### src/rtl/cmp_pkg.sv
package cmp_pkg;

    localparam int ROW_BITS  = 11;
    localparam int RESERVED  = 16;
    localparam int MSG_SLOTS = 8;

    typedef enum logic [3:0] {
        OP_IDLE      = 4'd0,
        OP_REC_BEGIN = 4'd1,
        OP_REC_ROW   = 4'd2,
        OP_REC_CLOSE = 4'd3,
        OP_FWD       = 4'd4,
        OP_DROP_OLD  = 4'd5,
        OP_DROP_NEW  = 4'd6,
        OP_WIPE      = 4'd7,
        OP_REWIND    = 4'd8
    } op_e;

    typedef struct packed {
        op_e  op;
        logic take;
        logic reject;
    } cmd_t;

    function automatic logic code_known(input logic [3:0] code);
        return code <= 4'd8;
    endfunction

endpackage

### src/rtl/cmp_row_step.sv
module cmp_row_step #(
    parameter int ADDR_W   = cmp_pkg::ROW_BITS,
    parameter int RSV_ROWS = cmp_pkg::RESERVED
) (
    input  logic [ADDR_W-1:0] row_i,
    output logic [ADDR_W-1:0] row_o
);
    localparam logic [ADDR_W-1:0] FIRST_ROW = ADDR_W'(RSV_ROWS);
    localparam logic [ADDR_W-1:0] LAST_ROW  = {ADDR_W{1'b1}};

    always_comb begin
        if (row_i == LAST_ROW) row_o = FIRST_ROW;
        else                   row_o = row_i + 1'b1;
    end
endmodule

### src/rtl/cmp_op_check.sv
module cmp_op_check
    import cmp_pkg::*;
(
    input  logic       op_valid,
    input  logic [3:0] op_code,
    input  logic       recording,
    input  logic       full,
    input  logic       has_msg,
    input  logic       ring_full,
    output cmd_t       cmd_o
);
    logic legal;

    always_comb begin
        legal = 1'b0;
        if (code_known(op_code)) begin
            case (op_e'(op_code))
                OP_IDLE:      legal = 1'b1;
                OP_REC_BEGIN: legal = !recording && !full && !ring_full;
                OP_REC_ROW:   legal = recording && !full;
                OP_REC_CLOSE: legal = recording;
                OP_FWD,
                OP_DROP_OLD,
                OP_DROP_NEW:  legal = !recording && has_msg;
                OP_WIPE,
                OP_REWIND:    legal = !recording;
                default:      legal = 1'b0;
            endcase
        end
        cmd_o.op     = code_known(op_code) ? op_e'(op_code) : OP_IDLE;
        cmd_o.take   = op_valid && legal && (op_code != 4'd0);
        cmd_o.reject = op_valid && !legal;
    end
endmodule

### src/rtl/cmp_msg_ring.sv
module cmp_msg_ring #(
    parameter int ADDR_W = cmp_pkg::ROW_BITS,
    parameter int DEPTH  = cmp_pkg::MSG_SLOTS,
    localparam int IDX_W = $clog2(DEPTH),
    localparam int CNT_W = $clog2(DEPTH + 1)
) (
    input  logic              clk,
    input  logic              rst,
    input  logic              push,
    input  logic [ADDR_W-1:0] push_start,
    input  logic              pop_old,
    input  logic              pop_new,
    input  logic              clear,
    input  logic [IDX_W-1:0]  rd_idx,
    output logic [ADDR_W-1:0] rd_start,
    output logic [ADDR_W-1:0] oldest_start,
    output logic [ADDR_W-1:0] newest_start,
    output logic [IDX_W-1:0]  head_idx,
    output logic [IDX_W-1:0]  tail_idx,
    output logic [IDX_W-1:0]  newest_idx,
    output logic [CNT_W-1:0]  count
);
    logic [ADDR_W-1:0] start_q [DEPTH];
    logic [IDX_W-1:0]  head_q;
    logic [CNT_W-1:0]  cnt_q;

    assign tail_idx   = head_q + IDX_W'(cnt_q);
    assign newest_idx = tail_idx - 1'b1;
    assign head_idx   = head_q;
    assign count      = cnt_q;

    assign rd_start     = start_q[rd_idx];
    assign oldest_start = start_q[head_q];
    assign newest_start = start_q[newest_idx];

    for (genvar i = 0; i < DEPTH; i++) begin : g_slot
        always_ff @(posedge clk) begin
            if (rst)                                   start_q[i] <= '0;
            else if (push && tail_idx == IDX_W'(i))    start_q[i] <= push_start;
        end
    end

    always_ff @(posedge clk) begin
        if (rst || clear) begin
            head_q <= '0;
            cnt_q  <= '0;
        end else if (push) begin
            cnt_q  <= cnt_q + 1'b1;
        end else if (pop_old) begin
            head_q <= head_q + 1'b1;
            cnt_q  <= cnt_q - 1'b1;
        end else if (pop_new) begin
            cnt_q  <= cnt_q - 1'b1;
        end
    end
endmodule

### src/rtl/cmp_pointer_mgr.sv
module cmp_pointer_mgr
    import cmp_pkg::*;
#(
    parameter int ADDR_W   = cmp_pkg::ROW_BITS,
    parameter int RSV_ROWS = cmp_pkg::RESERVED,
    parameter int DEPTH    = cmp_pkg::MSG_SLOTS
) (
    input  logic              clk,
    input  logic              rst,
    input  logic              op_valid,
    input  logic [3:0]        op_code,
    output logic [ADDR_W-1:0] play_ptr,
    output logic [ADDR_W-1:0] rec_ptr,
    output logic              mem_full,
    output logic              cmd_err
);
    localparam int IDX_W = $clog2(DEPTH);
    localparam int CNT_W = $clog2(DEPTH + 1);
    localparam logic [ADDR_W-1:0] FIRST_ROW = ADDR_W'(RSV_ROWS);

    logic [ADDR_W-1:0] rec_q, play_q, cur_q;
    logic              full_q, err_q, recording_q, wrote_q;
    logic [IDX_W-1:0]  pidx_q;

    logic [ADDR_W-1:0] rec_nxt, rd_start, oldest_start, newest_start, oldest_ref;
    logic [IDX_W-1:0]  head_idx, tail_idx, newest_idx, rd_idx, fwd_idx;
    logic [CNT_W-1:0]  cnt;
    logic              has_msg, ring_full, last_msg;
    cmd_t              cmd;

    assign has_msg    = (cnt != '0);
    assign ring_full  = (cnt == CNT_W'(DEPTH));
    assign last_msg   = (cnt == CNT_W'(1));
    assign oldest_ref = has_msg ? oldest_start : cur_q;
    assign fwd_idx    = (pidx_q == newest_idx) ? head_idx : pidx_q + 1'b1;

    always_comb begin
        case (cmd.op)
            OP_FWD:      rd_idx = fwd_idx;
            OP_DROP_OLD: rd_idx = head_idx + 1'b1;
            OP_DROP_NEW: rd_idx = newest_idx - 1'b1;
            default:     rd_idx = pidx_q;
        endcase
    end

    cmp_row_step #(.ADDR_W(ADDR_W), .RSV_ROWS(RSV_ROWS)) u_step (
        .row_i (rec_q),
        .row_o (rec_nxt)
    );

    cmp_op_check u_check (
        .op_valid  (op_valid),
        .op_code   (op_code),
        .recording (recording_q),
        .full      (full_q),
        .has_msg   (has_msg),
        .ring_full (ring_full),
        .cmd_o     (cmd)
    );

    cmp_msg_ring #(.ADDR_W(ADDR_W), .DEPTH(DEPTH)) u_ring (
        .clk          (clk),
        .rst          (rst),
        .push         (cmd.take && cmd.op == OP_REC_CLOSE && wrote_q),
        .push_start   (cur_q),
        .pop_old      (cmd.take && cmd.op == OP_DROP_OLD),
        .pop_new      (cmd.take && cmd.op == OP_DROP_NEW),
        .clear        (cmd.take && cmd.op == OP_WIPE),
        .rd_idx       (rd_idx),
        .rd_start     (rd_start),
        .oldest_start (oldest_start),
        .newest_start (newest_start),
        .head_idx     (head_idx),
        .tail_idx     (tail_idx),
        .newest_idx   (newest_idx),
        .count        (cnt)
    );

    always_ff @(posedge clk) begin
        if (rst) begin
            rec_q       <= FIRST_ROW;
            play_q      <= FIRST_ROW;
            cur_q       <= FIRST_ROW;
            full_q      <= 1'b0;
            err_q       <= 1'b0;
            recording_q <= 1'b0;
            wrote_q     <= 1'b0;
            pidx_q      <= '0;
        end else if (cmd.reject) begin
            err_q <= 1'b1;
        end else if (cmd.take) begin
            err_q <= 1'b0;
            case (cmd.op)
                OP_REC_BEGIN: begin
                    recording_q <= 1'b1;
                    wrote_q     <= 1'b0;
                    cur_q       <= rec_q;
                end
                OP_REC_ROW: begin
                    rec_q   <= rec_nxt;
                    wrote_q <= 1'b1;
                    full_q  <= (rec_nxt == oldest_ref);
                end
                OP_REC_CLOSE: begin
                    recording_q <= 1'b0;
                    if (wrote_q) begin
                        play_q <= cur_q;
                        pidx_q <= tail_idx;
                    end
                end
                OP_FWD: begin
                    pidx_q <= fwd_idx;
                    play_q <= rd_start;
                end
                OP_DROP_OLD: begin
                    full_q <= 1'b0;
                    if (last_msg) begin
                        rec_q  <= FIRST_ROW;
                        play_q <= FIRST_ROW;
                    end else if (pidx_q == head_idx) begin
                        pidx_q <= head_idx + 1'b1;
                        play_q <= rd_start;
                    end
                end
                OP_DROP_NEW: begin
                    full_q <= 1'b0;
                    if (last_msg) begin
                        rec_q  <= FIRST_ROW;
                        play_q <= FIRST_ROW;
                    end else begin
                        rec_q <= newest_start;
                        if (pidx_q == newest_idx) begin
                            pidx_q <= newest_idx - 1'b1;
                            play_q <= rd_start;
                        end
                    end
                end
                OP_WIPE: begin
                    full_q <= 1'b0;
                    rec_q  <= FIRST_ROW;
                    play_q <= FIRST_ROW;
                end
                OP_REWIND: begin
                    if (has_msg) begin
                        play_q <= newest_start;
                        pidx_q <= newest_idx;
                    end else begin
                        rec_q  <= FIRST_ROW;
                        play_q <= FIRST_ROW;
                    end
                end
                default: ;
            endcase
        end
    end

    assign play_ptr = play_q;
    assign rec_ptr  = rec_q;
    assign mem_full = full_q;
    assign cmd_err  = err_q;

endmodule

### config.mk
export PLATFORM = sky130hd
export DESIGN_NAME = cmp_pointer_mgr
export DESIGN_NICKNAME = d
export VERILOG_FILES = /design/src/rtl/cmp_pkg.sv /design/src/rtl/cmp_row_step.sv /design/src/rtl/cmp_op_check.sv /design/src/rtl/cmp_msg_ring.sv /design/src/rtl/cmp_pointer_mgr.sv
export SDC_FILE = /design/constraint.sdc
export NUM_CORES = 1
export LEC_CHECK = 0
export ABC_AREA = 1
export ABC_CLOCK_PERIOD_IN_PS = 5540
export BUFFER_PORTS_ARGS = -buffer_cell sky130_fd_sc_hd__buf_4
export CORE_MARGIN = 2
export CORE_UTILIZATION = 25
export CTS_BUF_LIST = sky130_fd_sc_hd__clkbuf_4
export DETAILED_ROUTE_END_ITERATION = 10
export GPL_ROUTABILITY_DRIVEN = 0
export REMOVE_ABC_BUFFERS = 1
export SLEW_MARGIN = 0
export SYNTH_ARGS = -nofsm -noshare
export SYNTH_HDL_FRONTEND = slang
export SYNTH_SLANG_ARGS = --single-unit
### constraint.sdc
create_clock -name clk -period 5.54 [get_ports clk]
set_clock_uncertainty 0.1 [all_clocks]
set_input_delay 0.554 -clock clk [delete_from_list [all_inputs] [get_ports clk]]
set_output_delay 0.554 -clock clk [all_outputs]
set_load 0.02 [all_outputs]
## After elaboration in Yosys (flattened, before gate mapping)

Memories as Yosys holds them, arrays and structs flattened. A register that Yosys moved wholly into a read port is not among the register bits.
Cells that the tools add are included.

| word-level totals | value |
|---|---|
| register bits after elaboration | 47 |
| bits in writable memories | 88 |
| input port bits | 7 |
| output and inout port bits | 24 |
| memories kept | 1 |

Memory list:

| name | depth | bits a word | rd ports | clocked after Yosys merged registers in | write ports | line | source |
|---|---|---|---|---|---|---|---|
| u_ring.start_q | 8 | 11 | 3 | 1 | 8 | cmp_msg_ring.sv:23 | `logic [ADDR_W-1:0] start_q [DEPTH];` |

| cells by class | value |
|---|---|
| $add $sub $neg | 8 |
| $lt $le $gt $ge | 1 |
| eq/ne operators | 39 |
| multiplexer cells | 69 |
| bitwise gates (word level) | 10 |
| reductions and logical operators | 48 |

Operators with widths:

| cell | count |
|---|---|
| 2-to-1 mux 11 bit | 19 |
| one-hot mux 11 bit (6 select lines) | 1 |
| one-hot mux 11 bit (5 select lines) | 1 |
| == test 4 x 3 -> 1 bit (second input constant) | 8 |
| 2-to-1 mux 1 bit | 29 |
| 2-to-1 mux 3 bit | 9 |
| logical AND 1 bit | 20 |
| == test 4 x 2 -> 1 bit (second input constant) | 4 |
| 2-to-1 mux 4 bit | 4 |
| one-hot mux 3 bit (5 select lines) | 1 |
| == test 3 bit (second input constant) | 4 |
| == test 4 x 1 -> 1 bit (second input constant) | 3 |
| == test 4 bit (second input constant) | 3 |
| inequality test 2 bit (second input constant) | 6 |
| AND reduction 3 bit | 4 |
| adder 11 x 1 -> 11 bit (second input constant) | 1 |
| == test 11 bit | 1 |
| == test 11 bit (second input constant) | 1 |
| nonzero test 5 bit | 2 |
| one-hot mux 3 bit (3 select lines) | 1 |
| AND reduction 9 bit | 1 |
| bitwise OR 1 bit | 8 |
| nonzero test 2 bit | 4 |
| nonzero test 4 bit | 2 |
| 25 further kinds | 38 |

## Logic depth before layout (Yosys ltp)

Gate-level depths: netlist of the first run.

| logic depth | value |
|---|---|
| word-level depth | 14 |
| depth in mapped cells | 23 |
| mapped depth without buffers | 22 |

## Modules after synthesis

From an unflattened synthesis of the first run, not the netlist that was laid out.

| unflattened totals | value |
|---|---|
| cell total of the unflattened synthesis | 1362 |
| area total of the unflattened synthesis | 9512.9 um^2 |

By module, submodules not included:

| module | instances | cells each | area an instance (um^2) | sequential area each (um^2) |
|---|---|---|---|---|
| cmp_msg_ring | 1 | 799 | 6313.6 | 2842.7 |
| cmp_pointer_mgr | 1 | 474 | 2756.4 | 800.8 |
| cmp_row_step | 1 | 51 | 286.5 | 0.0 |
| cmp_op_check | 1 | 38 | 156.4 | 0.0 |

## Worst setup path after synthesis of the first run

Ideal clock, no wire load.

| timing | value |
|---|---|
| path type | input -> register |
| start point | in op_code[1] |
| end point | mem u_ring.start_q[5][0] (netlist name) (enable) |
| library setup time | 394 ps |
| data arrival time | 2681 ps |
| required time | 5046 ps |
| slack | 2365 ps |
| stages | 13 |
| path buffers | 0 |
| cell sequence | inv_2 -> nand2_2 -> nor3_4 -> inv_2 -> o211ai_1 -> nand2_1 -> nand3_2 -> nand2_1 -> nor2_1 -> nand2_1 -> nor2_1 -> inv_1 -> o21ai_0 |

RTL lines:

| item | line | source |
|---|---|---|
| start, declared | cmp_pointer_mgr.sv:11 | `input logic [3:0] op_code,` |
| end, declared | cmp_msg_ring.sv:23 |  |

## Worst setup path in the final report of the first run

| timing | value |
|---|---|
| start point | reg u_ring.cnt_q[0], in the netlist u_ring.count[0] |
| end point | reg play_q[7], in the netlist play_ptr[7] |

| between the ends | value |
|---|---|
| longest elaborated chain between the ends | 9 |

Ends and longest elaborated chain:

| item | line | source |
|---|---|---|
| start, declared | cmp_msg_ring.sv:25 | `logic [CNT_W-1:0] cnt_q;` |
| start signal, assigned | cmp_msg_ring.sv:48 | `cnt_q <= cnt_q + 1'b1;` |
| start signal, assigned | cmp_msg_ring.sv:51 | `cnt_q <= cnt_q - 1'b1;` |
| start signal, assigned | cmp_msg_ring.sv:53 | `cnt_q <= cnt_q - 1'b1;` |
| branches (longest 9 deep; another with memory read (8 x 11 bit)) | - |  |
| end signal, assigned | cmp_pointer_mgr.sv:107 | `play_q <= cur_q;` |
| end signal, assigned | cmp_pointer_mgr.sv:134 | `play_q <= rd_start;` |
| end signal, assigned | cmp_pointer_mgr.sv:145 | `play_q <= newest_start;` |
| end, declared | cmp_pointer_mgr.sv:21 | `logic [ADDR_W-1:0] rec_q, play_q, cur_q;` |

Parallel ways; which one is timed is not known. The select of a mux whose other input is x is not followed.
A chain may end at the register's enable or synchronous reset.

==> impl_metrics.toml, run 1 <==
[drt]
routed_wire_length_per_instance_um = 19.2
viasPerCell = 5.35
detail_route.iter0.violations = 1407
route.detailed.drc = 2
postRouteAntennaNets = 0
detailroute.via_count = 9105
wirelength_um = 32700
drtPass1Iterations = 11

[yosys]
synth_area_um2 = 8900
synth-seq-area-share_pct = 40.9
dominantRegCellSynth = "sky130_fd_sc_hd__edfxtp_1"
post_synth.cell_area_avg_um2 = 7.23
number_of_enable_type_register_cells_in_the_synthesized_netlist = 88
ys_async_sr_fraction_pct = 0
postSynthCellCount = 1231
yosysUniqueCellTypes = 45
ys_warn_count = 0
ys_ff_latch = 138

[setup_path]
crit_path_frequent_cell = "sky130_fd_sc_hd__nand3_1"
critical_path.reg2reg.startpoint = "u_ring.count[0]"
worstPathBufferInverterCount = 3
crit_path_cell_trace = "ha_1 > inv_1 > fa_1 > nand2_2 > inv_2 > nand3_2 > nand2_2 > nand2_1 > nand2_2 > nand3_1 > nand3_1 > nand3b_2 > inv_2 > nand3_1 > nand3_1 > nand3_1 > nand2_1 > nand2_1 > a21oi_1"
cpLargestDelayFamily = "simple AND/OR/NAND/NOR gates"
worstSetupPathType = "flip-flop to flip-flop"
critical_path.slowest_cell = "sky130_fd_sc_hd__fa_1"
worst-endpoint-required_ns = 5.94
worst_r2r_endpoint = "play_ptr[7]"
setup.reg_to_reg.worst_slack_ns = 0.89
critPathLaunchType = "flip-flop"
timing.critical_path.from = "u_ring.count[0]"
critPathArrivalTime_ns = 5.05
worst_r2r_path_depth = 19
crit_path_end_kind = "flip-flop"
cpPeakStageDelay_ns = 0.64
timing.critical_path.fanout_max = 22

[status]
run_status = "finished, violations left"
failed_checks = "DRC"

[cts]
postCtsHoldBufs = 0
cts.root.buffer_cell = "sky130_fd_sc_hd__clkbuf_4"
clock_insertion_delay_worst_skew_ns = 0.58
cts_resized = 0
tritoncts = "built"
cts.htree.levels = 4
clock_buffers_created_by_tritoncts = 17
clock-sinks = 138
clk_pin_slew_ns = 0.13
postCtsSetupBuffers = 0
clockBufferDepth = 2

[floorplan]
io-pin-count = 31
area_of_the_core_um2 = 35300
start_util_pct = 25.2
die_h_um = 193
num_rows = 69
design.die.area_um2 = 37100
chipWidth_um = 193

[finish]
layout-drive-gt1-share_pct = 10.0
layout.cells.most_common_list = "sky130_fd_sc_hd__nand2_1, sky130_fd_sc_hd__inv_1, sky130_fd_sc_hd__nor2_1"
area_of_combinational_cells_with_multiple_inputs_um2 = 4270
finish.net_count = 1242
fraction_of_the_core_area_covered_by_cells_at_the_end_of_the_flow_pct = 27.9
fillers = 3828
layout.cells.most_common = "sky130_fd_sc_hd__nand2_1"
area_growth_pct = 10.8
layout.area.seq_um2 = 3640

[timing]
grt_setup_unrepaired = "no"
final-setup-viol-count = 0
hold_viol_final = 0
slew-limit-headroom_pct = 34.9
slew_viol_final = 0
fin_crit_ns = 4.65
setup-tns-final_ns = 0
max_clock_freq_ghz = 0.215
worst_pin_slew_ns = 0.977
layout_worst_path_cycle_share_pct = 84.0

[global_route]
grt_use_total_pct = 17.8
grt_use_met2_pct = 28.7
grt_most_used_layer = "met2"
gr-usage-met3_pct = 3.24
grt_overflow_total = 0
grt_max_degree = 47
grt_antenna_before_repair = 1
globalRouteMet1Util_pct = 22.6
first_global_vias = 8583
grt_first_pass_wirelength_um = 49900

[min_path]
min_from = "op_valid"
hold_path.class = "input pin to flip-flop"
timing.hold.worst_endpoint = "cmd_err"
hold-path-cell-count = 3

[power_and_ir_drop]
cell_internal_pwr_w = 0.00157
p_per_area_nw_per_um2 = 227
irDropWorstVdd_uv = 104
part_of_the_total_power_dissipated_in_the_clock_network_pct = 34.2
leakagePower_nw = 3.81
power_frac_comb_pct = 14.5
p_sw_share_pct = 29.6
seqPwrFrac_pct = 51.4
power.switching_w = 0.000661

[place]
placement.io_buffers = 30
detailed_place_hpwl_um = 22600

[job]
timing.max_cap.violations = 0
[per-layer routing]
metal,part of all wire (%),vias to the layer above
li1,-,4205
met1,40,4248
met2,46,527
met3,9.5,125
met4,4.8,0
met5,0,-
[metrics by stage]
step,hold slack (ns),cells,power [W],cell area [um^2],setup WS (ns)
floorplan,0.344,1156,0.00136,8570,1.53
global route,0.178,1702,0.00231,9860,0.559
CTS,0.160,1701,0.00224,9860,1.03
global placement,0.355,1669,0.00148,9550,1.22
detailed placement,0.357,1669,0.00149,9550,1.07
finish,0.189,1702,0.00224,9860,0.888
[state kept, by name, indices dropped and copies added (netlist names), named ones only]
name and cells:
wrote_q 1, rec_ptr 11, cur_q 11, pidx_q 3, recording_q 1, play_ptr 11, mem_full 1, u_ring.count 4
cmd_err 1, u_ring.start_q 88, u_ring.head_idx 3
[logic make-up after synthesis]
group,share of synthesized area (%)
buf+inv,11.2
fa+ha+maj,1.21
xor+xnor,1.08
compound gates,18.7
simple gates,26.9
flops,40.9
[layout make-up]
class                   count  area share (%)
multi-input cells         840            43.3
clock buffers              18            1.37
flip-flops and latches    138            37.0
diodes                      1          0.0254
clock inverters            14            1.80
repair buffers             52            3.96
inverters                 178            6.77
well taps                 461            5.85
[worst max-delay path by stage]
| stage | end | slack (ns) | depth (start not counted) |
|---|---|---|---|
| 2_1_floorplan | play_ptr[4] | 1.53 | 19 |
| 3_3_place_gp | play_ptr[3] | 1.22 | 19 |
| 3_5_place_dp | play_ptr[10] | 1.07 | 19 |
| 4_1_cts | play_ptr[7] | 1.03 | 19 |
| 5_1_grt | play_ptr[6] | 0.56 | 19 |
| 6_report | play_ptr[7] | 0.89 | 19 |
[power groups by stage]
stage / clock [W] / combinational [W] / sequential, W
5_1_grt: 0.000806 / 0.000352 / 0.00115
2_1_floorplan: 0 / 0.000194 / 0.00117
3_3_place_gp: 0 / 0.000313 / 0.00117
4_1_cts: 0.000772 / 0.000316 / 0.00115
3_5_place_dp: 0 / 0.000315 / 0.00117
6_report: 0.000764 / 0.000323 / 0.00115
[cell usage after synthesis (2+ instances only)]
| cell | number | share of area, % |
|---|---|---|
| sky130_fd_sc_hd__a211oi_1 | 6 | 0.51 |
| sky130_fd_sc_hd__a21oi_1 | 105 | 5.9 |
| sky130_fd_sc_hd__a221oi_1 | 3 | 0.30 |
| sky130_fd_sc_hd__a221oi_2 | 2 | 0.34 |
| sky130_fd_sc_hd__buf_1 | 3 | 0.13 |
| sky130_fd_sc_hd__buf_2 | 11 | 0.62 |
| sky130_fd_sc_hd__buf_6 | 4 | 0.51 |
| sky130_fd_sc_hd__clkbuf_1 | 55 | 2.3 |
| sky130_fd_sc_hd__clkinv_1 | 13 | 0.55 |
| sky130_fd_sc_hd__dfxtp_1 | 50 | 11 |
| sky130_fd_sc_hd__edfxtp_1 | 88 | 30 |
| sky130_fd_sc_hd__ha_1 | 7 | 0.98 |
| sky130_fd_sc_hd__inv_1 | 149 | 6.3 |
| sky130_fd_sc_hd__inv_2 | 16 | 0.67 |
| sky130_fd_sc_hd__nand2_1 | 193 | 8.1 |
| sky130_fd_sc_hd__nand2_2 | 5 | 0.35 |
| sky130_fd_sc_hd__nand3_1 | 117 | 6.6 |
| sky130_fd_sc_hd__nand3_2 | 5 | 0.56 |
| sky130_fd_sc_hd__nand3b_1 | 3 | 0.25 |
| sky130_fd_sc_hd__nand4_1 | 49 | 3.4 |
| sky130_fd_sc_hd__nor2_1 | 138 | 5.8 |
| sky130_fd_sc_hd__nor2_2 | 6 | 0.42 |
| sky130_fd_sc_hd__nor3_1 | 8 | 0.45 |
| sky130_fd_sc_hd__nor3_4 | 3 | 0.55 |
| sky130_fd_sc_hd__o2111ai_1 | 2 | 0.20 |
| sky130_fd_sc_hd__o211ai_1 | 10 | 0.84 |
| sky130_fd_sc_hd__o21ai_0 | 95 | 5.3 |
| sky130_fd_sc_hd__o221ai_1 | 10 | 0.98 |
| sky130_fd_sc_hd__o22ai_1 | 43 | 3.0 |
| sky130_fd_sc_hd__o31ai_1 | 7 | 0.59 |
| sky130_fd_sc_hd__or2_2 | 2 | 0.14 |
| sky130_fd_sc_hd__xnor2_1 | 5 | 0.49 |
| sky130_fd_sc_hd__xor2_1 | 6 | 0.59 |
[tightest hold or removal path: stages]
cell                      delay (ns)
sky130_fd_sc_hd__buf_4          0.13
sky130_fd_sc_hd__nand4_1        0.08
sky130_fd_sc_hd__a21oi_1        0.06
Power figures use the tool's default switching activity.
==> run 2: changes to the inputs <==
--- a/config.mk
+++ b/config.mk
@@ -6,7 +6,7 @@
 export NUM_CORES = 1
 export LEC_CHECK = 0
 export ABC_AREA = 1
-export ABC_CLOCK_PERIOD_IN_PS = 5540
+export ABC_CLOCK_PERIOD_IN_PS = 4800
 export BUFFER_PORTS_ARGS = -buffer_cell sky130_fd_sc_hd__buf_4
 export CORE_MARGIN = 2
 export CORE_UTILIZATION = 25
==> constraint.sdc (replaced) <==
create_clock -name clk -period 4.8 [get_ports clk]
set_clock_uncertainty 0.1 [all_clocks]
set_input_delay 0.48 -clock clk [delete_from_list [all_inputs] [get_ports clk]]
set_output_delay 0.48 -clock clk [all_outputs]
set_load 0.02 [all_outputs]
==> run 2 against run 1 <==
Effect of this change:
- the run now ends clean
- combinational power rose by 17%
- clock power increased by 5.6%
- first-iteration DRC count down 17%
- count of clock-buffer cells in the layout grew 2
- core utilization is essentially flat
- non-clock buffer count rose by 6
- global-route usage rose by 0.35 points
- highest routed layer unchanged
==> impl_metrics.toml, run 2 (synthesis results as in run 1) <==
[status]
run_status = "finished clean"

[setup_path]
crit_path_frequent_cell = "sky130_fd_sc_hd__nand2_1"
critical_path.slowest_cell = "sky130_fd_sc_hd__fa_1"
worst-endpoint-required_ns = 5.18
cpLargestDelayFamily = "simple AND/OR/NAND/NOR gates"
critPathArrivalTime_ns = 4.43
worstPathBufferInverterCount = 3
critPathLaunchType = "flip-flop"
cpPeakStageDelay_ns = 0.65
timing.critical_path.fanout_max = 27
worstSetupPathType = "flip-flop to flip-flop"
crit_path_end_kind = "flip-flop"
crit_path_cell_trace = "ha_1 > inv_1 > fa_1 > nand2_2 > inv_2 > nand3_2 > nand2_2 > nand2_1 > nand3_2 > nand2_1 > nand3_2 > nand3_2 > buf_12 > nand2_1 > o21ai_0 > nand2_1 > nand3_1 > nand3_1 > nand3_1 > nand2_1 > nand2_1"

[timing]
layout_worst_path_cycle_share_pct = 84.4
max_clock_freq_ghz = 0.247
final-setup-viol-count = 0
slew_viol_final = 0
slew-limit-headroom_pct = 8.78
grt_setup_unrepaired = "no"
worst_pin_slew_ns = 1.37
setup-tns-final_ns = 0
fin_crit_ns = 4.05
hold_viol_final = 0

[global_route]
first_global_vias = 8490
grt_max_degree = 67
grt_use_total_pct = 18.2
grt_overflow_total = 0
grt_antenna_before_repair = 1
grt_first_pass_wirelength_um = 50500

[finish]
fraction_of_the_core_area_covered_by_cells_at_the_end_of_the_flow_pct = 28.0
area_growth_pct = 10.9
finish.net_count = 1248
largest_reg_flops = 88
layout-drive-gt1-share_pct = 10.4
layout.cells.most_common = "sky130_fd_sc_hd__nand2_1"
regMostFlops = "u_ring.start_q"
layout.cells.most_common_list = "sky130_fd_sc_hd__nand2_1, sky130_fd_sc_hd__inv_1, sky130_fd_sc_hd__nor2_1"

[min_path]
hold_path.class = "input pin to flip-flop"

[drt]
detail_route.iter0.violations = 1161
viasPerCell = 5.39
postRouteAntennaNets = 0
routed_wire_length_per_instance_um = 19.7
detailroute.via_count = 9205
drtPass1Iterations = 7
route.detailed.drc = 0
wirelength_um = 33600

[place]
placement.io_buffers = 30
detailed_place_hpwl_um = 22800

[floorplan]
num_rows = 69
start_util_pct = 25.2
area_of_the_core_um2 = 35300
design.die.area_um2 = 37100
chipWidth_um = 193
die_h_um = 193
io-pin-count = 31

[cts]
clock_buffers_created_by_tritoncts = 17
clockBufferDepth = 2
cts.htree.levels = 4
tritoncts = "built"
clock_insertion_delay_worst_skew_ns = 0.59
cts.root.buffer_cell = "sky130_fd_sc_hd__clkbuf_4"
clock-sinks = 138
cts_resized = 0
clk_pin_slew_ns = 0.12
postCtsSetupBuffers = 0
postCtsHoldBufs = 0

[power_and_ir_drop]
p_per_area_nw_per_um2 = 254
leakagePower_nw = 3.83
irDropWorstVdd_uv = 118

[job]
timing.max_cap.violations = 0
[run 2: cell types whose count changed in the layout (fill, tap and decap cells not counted), sizes merged]
| cell | before | now |
|---|---|---|
| buf | 52 | 58 |
| clkbuf | 18 | 20 |
| bufinv | 4 | 2 |
| clkinvlp | 2 | 3 |
| clkinv | 20 | 19 |
[run 2: path summary, 6_finish.rpt]
kind	start	to	slack [ns]	cells after the start
worst max register to register	u_ring.count[0]	play_ptr[4]	0.75	21
worst min register to register	play_ptr[5]	play_ptr[5]	0.38	2
worst min-delay path	op_valid	wrote_q	0.10	3
worst max-delay path	u_ring.count[0]	play_ptr[4]	0.75	21
[run 2: layout make-up]
type / instances / area, um^2
flip-flops and latches: 138 / 3640
clock buffers: 20 / 150
diodes: 1 / 2.50
clock inverters: 12 / 126
well taps: 461 / 577
multi-input cells: 840 / 4260
inverters: 178 / 668
repair buffers: 58 / 448
fillers: 3828 / 25400
[run 2: report_power, final]
| group | switching [W] | total, W | leakage, nW | internal [W] |
|---|---|---|---|---|
| clock network | 0.000483 | 0.000807 | 0.144 | 0.000323 |
| logic | 0.000261 | 0.000378 | 2.37 | 0.000117 |
| registers | 0.0000341 | 0.00133 | 1.31 | 0.00129 |
[run 2: metrics by stage]
step	setup WS (ns)	total power (W)	cells	area, um^2	hold slack, ns
finish	0.751	0.00251	1708	9880	0.102
global route	0.460	0.00260	1708	9880	0.0745
CTS	0.798	0.00251	1707	9870	0.0770
detailed placement	0.839	0.00172	1675	9600	0.361
global placement	0.893	0.00172	1675	9600	0.352
floorplan	0.790	0.00157	1156	8570	0.344
[run 2: routing by layer]
layer / part of all wire, % / global-route usage [%]
met1: 41 / 23.5
met2: 45 / 28.9
met4: 4.6 / 8.87
met5: 0 / 0
met3: 9.3 / 3.35
[run 2: worst reg2reg max path, cell delays in order, from the launching register on]
cell,delay [ns]
sky130_fd_sc_hd__dfxtp_1,0.45
sky130_fd_sc_hd__ha_1,0.18
sky130_fd_sc_hd__inv_1,0.04
sky130_fd_sc_hd__fa_1,0.65
sky130_fd_sc_hd__nand2_2,0.23
sky130_fd_sc_hd__inv_2,0.16
sky130_fd_sc_hd__nand3_2,0.13
sky130_fd_sc_hd__nand2_2,0.15
sky130_fd_sc_hd__nand2_1,0.08
sky130_fd_sc_hd__nand3_2,0.12
sky130_fd_sc_hd__nand2_1,0.08
sky130_fd_sc_hd__nand3_2,0.09
sky130_fd_sc_hd__nand3_2,0.45
sky130_fd_sc_hd__buf_12,0.40
sky130_fd_sc_hd__nand2_1,0.08
sky130_fd_sc_hd__o21ai_0,0.08
sky130_fd_sc_hd__nand2_1,0.07
sky130_fd_sc_hd__nand3_1,0.08
sky130_fd_sc_hd__nand3_1,0.14
sky130_fd_sc_hd__nand3_1,0.09
sky130_fd_sc_hd__nand2_1,0.07
sky130_fd_sc_hd__nand2_1,0.05
==> run 3: changes to the inputs <==
--- a/config.mk
+++ b/config.mk
@@ -5,8 +5,8 @@
 export SDC_FILE = /design/constraint.sdc
 export NUM_CORES = 1
 export LEC_CHECK = 0
-export ABC_AREA = 1
-export ABC_CLOCK_PERIOD_IN_PS = 4800
+export ABC_AREA = 0
+export ABC_CLOCK_PERIOD_IN_PS = 3850
 export BUFFER_PORTS_ARGS = -buffer_cell sky130_fd_sc_hd__buf_4
 export CORE_MARGIN = 2
 export CORE_UTILIZATION = 25
==> constraint.sdc (replaced) <==
create_clock -name clk -period 3.85 [get_ports clk]
set_clock_uncertainty 0.1 [all_clocks]
set_input_delay 0.385 -clock clk [delete_from_list [all_inputs] [get_ports clk]]
set_output_delay 0.385 -clock clk [all_outputs]
set_load 0.02 [all_outputs]
==> run 3 against run 2 <==
Effect of this change:
- final area grew 6.3%
- maximum frequency up 14%
- flip-flop and latch count is the same
- via count is 14% lower
- die area grew 3.7%
- synthesized area up 3.7%
- first-iteration DRC count decreased by 3.7%
- cell count fell by 15%
- worst setup slack got worse by 0.46 ns
- clock power up 33%
- hold slack improved by 0.062 ns
- global-route usage down 3.2 points
- critical path type unchanged
- critical endpoint is now play_ptr[7]
- largest cell class unchanged
- largest power group unchanged
- highest routed layer unchanged
==> impl_metrics.toml, run 3 <==
[status]
run_status = "finished clean"

[place]
postPlaceCellArea_um2 = 10200
detailed_place_hpwl_um = 21400
placement.io_buffers = 30
placement.setup.worst_slack_ns = 0.238

[setup_path]
worst-endpoint-required_ns = 4.25
critPathLaunchType = "flip-flop"
crit_path_end_kind = "flip-flop"
worstSetupPathType = "flip-flop to flip-flop"
critPathArrivalTime_ns = 3.96
setup.reg_to_reg.worst_slack_ns = 0.29
timing.critical_path.fanout_max = 21

[finish]
regMostFlops = "u_ring.start_q"
finish.net_count = 990
antenna_fix_cells = 0
fin_area_um2 = 10500
layout-drive-gt1-share_pct = 19.4
fraction_of_the_core_area_covered_by_cells_at_the_end_of_the_flow_pct = 28.7
largest_reg_flops = 88
layout.cells.most_common = "sky130_fd_sc_hd__nand2_1"
area_growth_pct = 13.7
layout.cells.most_common_list = "sky130_fd_sc_hd__nand2_1, sky130_fd_sc_hd__and2_1, sky130_fd_sc_hd__edfxtp_1"

[timing]
final_critical_path_setup_slack_ns = 0.294
layout_worst_path_cycle_share_pct = 92.4
slew-limit-headroom_pct = 22.8
grt_setup_unrepaired = "no"
final-setup-viol-count = 0
max_clock_freq_ghz = 0.281
slew_viol_final = 0
hold_viol_final = 0
worst_pin_slew_ns = 1.15
fin_crit_ns = 3.56

[yosys]
number_of_enable_type_register_cells_in_the_synthesized_netlist = 88
ys_ff_latch = 138
dominantRegCellSynth = "sky130_fd_sc_hd__edfxtp_1"
yosysUniqueCellTypes = 80
postSynthCellCount = 944
synth_top_cells_by_area = "sky130_fd_sc_hd__edfxtp_1, sky130_fd_sc_hd__dfxtp_1, sky130_fd_sc_hd__mux4_2"
synth_adder_area_share_pct = 1.17
synth-simple-area-share_pct = 21.4
yosys-top-cells-count = "sky130_fd_sc_hd__nand2_1, sky130_fd_sc_hd__and2_1, sky130_fd_sc_hd__edfxtp_1"
ys_warn_count = 0
xor_xnor_cell_area_share_of_the_yosys_netlist_pct = 3.21
synth_compound_gate_area_share_pct = 14.3
ys_async_sr_fraction_pct = 0
synth_area_um2 = 9240
netlist.top_cell.by_area = "sky130_fd_sc_hd__edfxtp_1"
synthMuxAreaShare_pct = 16.2
main_combinational_cell_family_by_area_after_synthesis = "simple AND/OR/NAND/NOR gates"
synth.most_common_cell = "sky130_fd_sc_hd__nand2_1"
synth-seq-area-share_pct = 39.5
synth_top_area_share_pct = 28.6
post_synth.cell_area_avg_um2 = 9.78

[global_route]
grt_overflow_total = 0
grt_first_pass_wirelength_um = 44600
first_global_vias = 7511
grt_max_degree = 52
grt_antenna_before_repair = 0
grt_use_total_pct = 15.0

[floorplan]
io-pin-count = 31
area_of_the_core_um2 = 36500
die_h_um = 196
num_rows = 70
chipWidth_um = 196
design.die.area_um2 = 38500
start_util_pct = 25.3

[cts]
cts.root.buffer_cell = "sky130_fd_sc_hd__clkbuf_4"
clock-sinks = 138
cts.htree.levels = 4
clock_buffers_created_by_tritoncts = 17
clock_insertion_delay_worst_skew_ns = 0.59
clk_pin_slew_ns = 0.13
tritoncts = "built"
clockBufferDepth = 2

[power_and_ir_drop]
leakagePower_nw = 3.73
irDropWorstVdd_uv = 235
p_per_area_nw_per_um2 = 294
post-layout-total-power_w = 0.00308

[drt]
routed_wire_length_per_instance_um = 19.5
viasPerCell = 5.43
detailroute.via_count = 7909
route.detailed.drc = 0
drtPass1Iterations = 7
detail_route.iter0.violations = 1118
wirelength_um = 28400
postRouteAntennaNets = 0

[job]
timing.max_cap.violations = 0

[min_path]
hold_path.class = "input pin to flip-flop"
## run 3: cell types whose count changed after synthesis, sizes merged, moves of 37 or more
cell and change:
inv -146, nand3 -94, and2 +91, nor2 -85, nand2 -77, a21oi -67, o21ai -50, mux2i +47
mux4 +41, o22ai -37
## run 3: per-layer routing
| layer | track usage, % | vias to the layer above | part of all wire (%) |
|---|---|---|---|
| li1 | - | 3578 | - |
| met1 | 20.3 | 3918 | 44 |
| met2 | 24.3 | 356 | 47 |
| met3 | 3.13 | 57 | 7.5 |
| met4 | 3.79 | 0 | 1.9 |
| met5 | 0 | - | 0 |
## run 3: final timing paths
kind / endpoint / cells past startpoint / startpoint
worst max-delay path: play_ptr[7] / 12 / u_ring.count[0]
worst min-delay path: wrote_q / 3 / op_code[1]
worst max register to register: play_ptr[7] / 12 / u_ring.count[0]
worst min register to register: recording_q / 2 / recording_q
## run 3: what timing repair did
| action | CTS | global route |
|---|---|---|
| endpoints found under the hold margin | 1 | 0 |
| endpoints found under the setup margin | 0 | 3 |
| gates resized for setup | 0 | 2 |
| hold buffers | 1 | 0 |
| setup buffers | 0 | 2 |
## run 3: kinds of logic after synthesis
| family | Yosys count |
|---|---|
| buf+inv | 94 |
| simple gates | 390 |
| compound gates | 189 |
| flops | 138 |
| mux | 97 |
| fa+ha+maj | 8 |
| xor+xnor | 28 |
## run 3: layout make-up
class,count,area [um^2]
sequential,138,3640
fill,3797,26000
clock inverter,10,143
timing repair buffer,87,684
inverter,19,71.3
multi-input combinational,712,5210
clock buffer,22,165
tap,468,586
## run 3: report_power, final
| part | internal [W] | leakage [nW] | switching, W |
|---|---|---|---|
| sequential | 0.00161 | 1.31 | 0.0000403 |
| clock | 0.000490 | 0.169 | 0.000583 |
| combinational | 0.000143 | 2.25 | 0.000219 |
## run 3: critical path: stages (launching register included)
cell                       delay [ns]
sky130_fd_sc_hd__dfxtp_1         0.36
sky130_fd_sc_hd__ha_1            0.15
sky130_fd_sc_hd__inv_1           0.05
sky130_fd_sc_hd__fa_2            0.56
sky130_fd_sc_hd__buf_6           0.27
sky130_fd_sc_hd__nand2b_1        0.15
sky130_fd_sc_hd__xnor3_1         0.43
sky130_fd_sc_hd__o21ai_2         0.19
sky130_fd_sc_hd__a21oi_2         0.13
sky130_fd_sc_hd__o32ai_1         0.40
sky130_fd_sc_hd__nor3_2          0.12
sky130_fd_sc_hd__a221o_1         0.35
sky130_fd_sc_hd__a211oi_2        0.21
## run 3: per-stage QoR
stage	instances	setup TNS [ns]	hold slack (ns)
6_report	1456	0	0.164
4_1_cts	1454	0	0.125
2_1_floorplan	869	-14.53	0.339
3_3_place_gp	1421	0	0.372
5_1_grt	1456	0	0.156
3_5_place_dp	1421	0	0.383
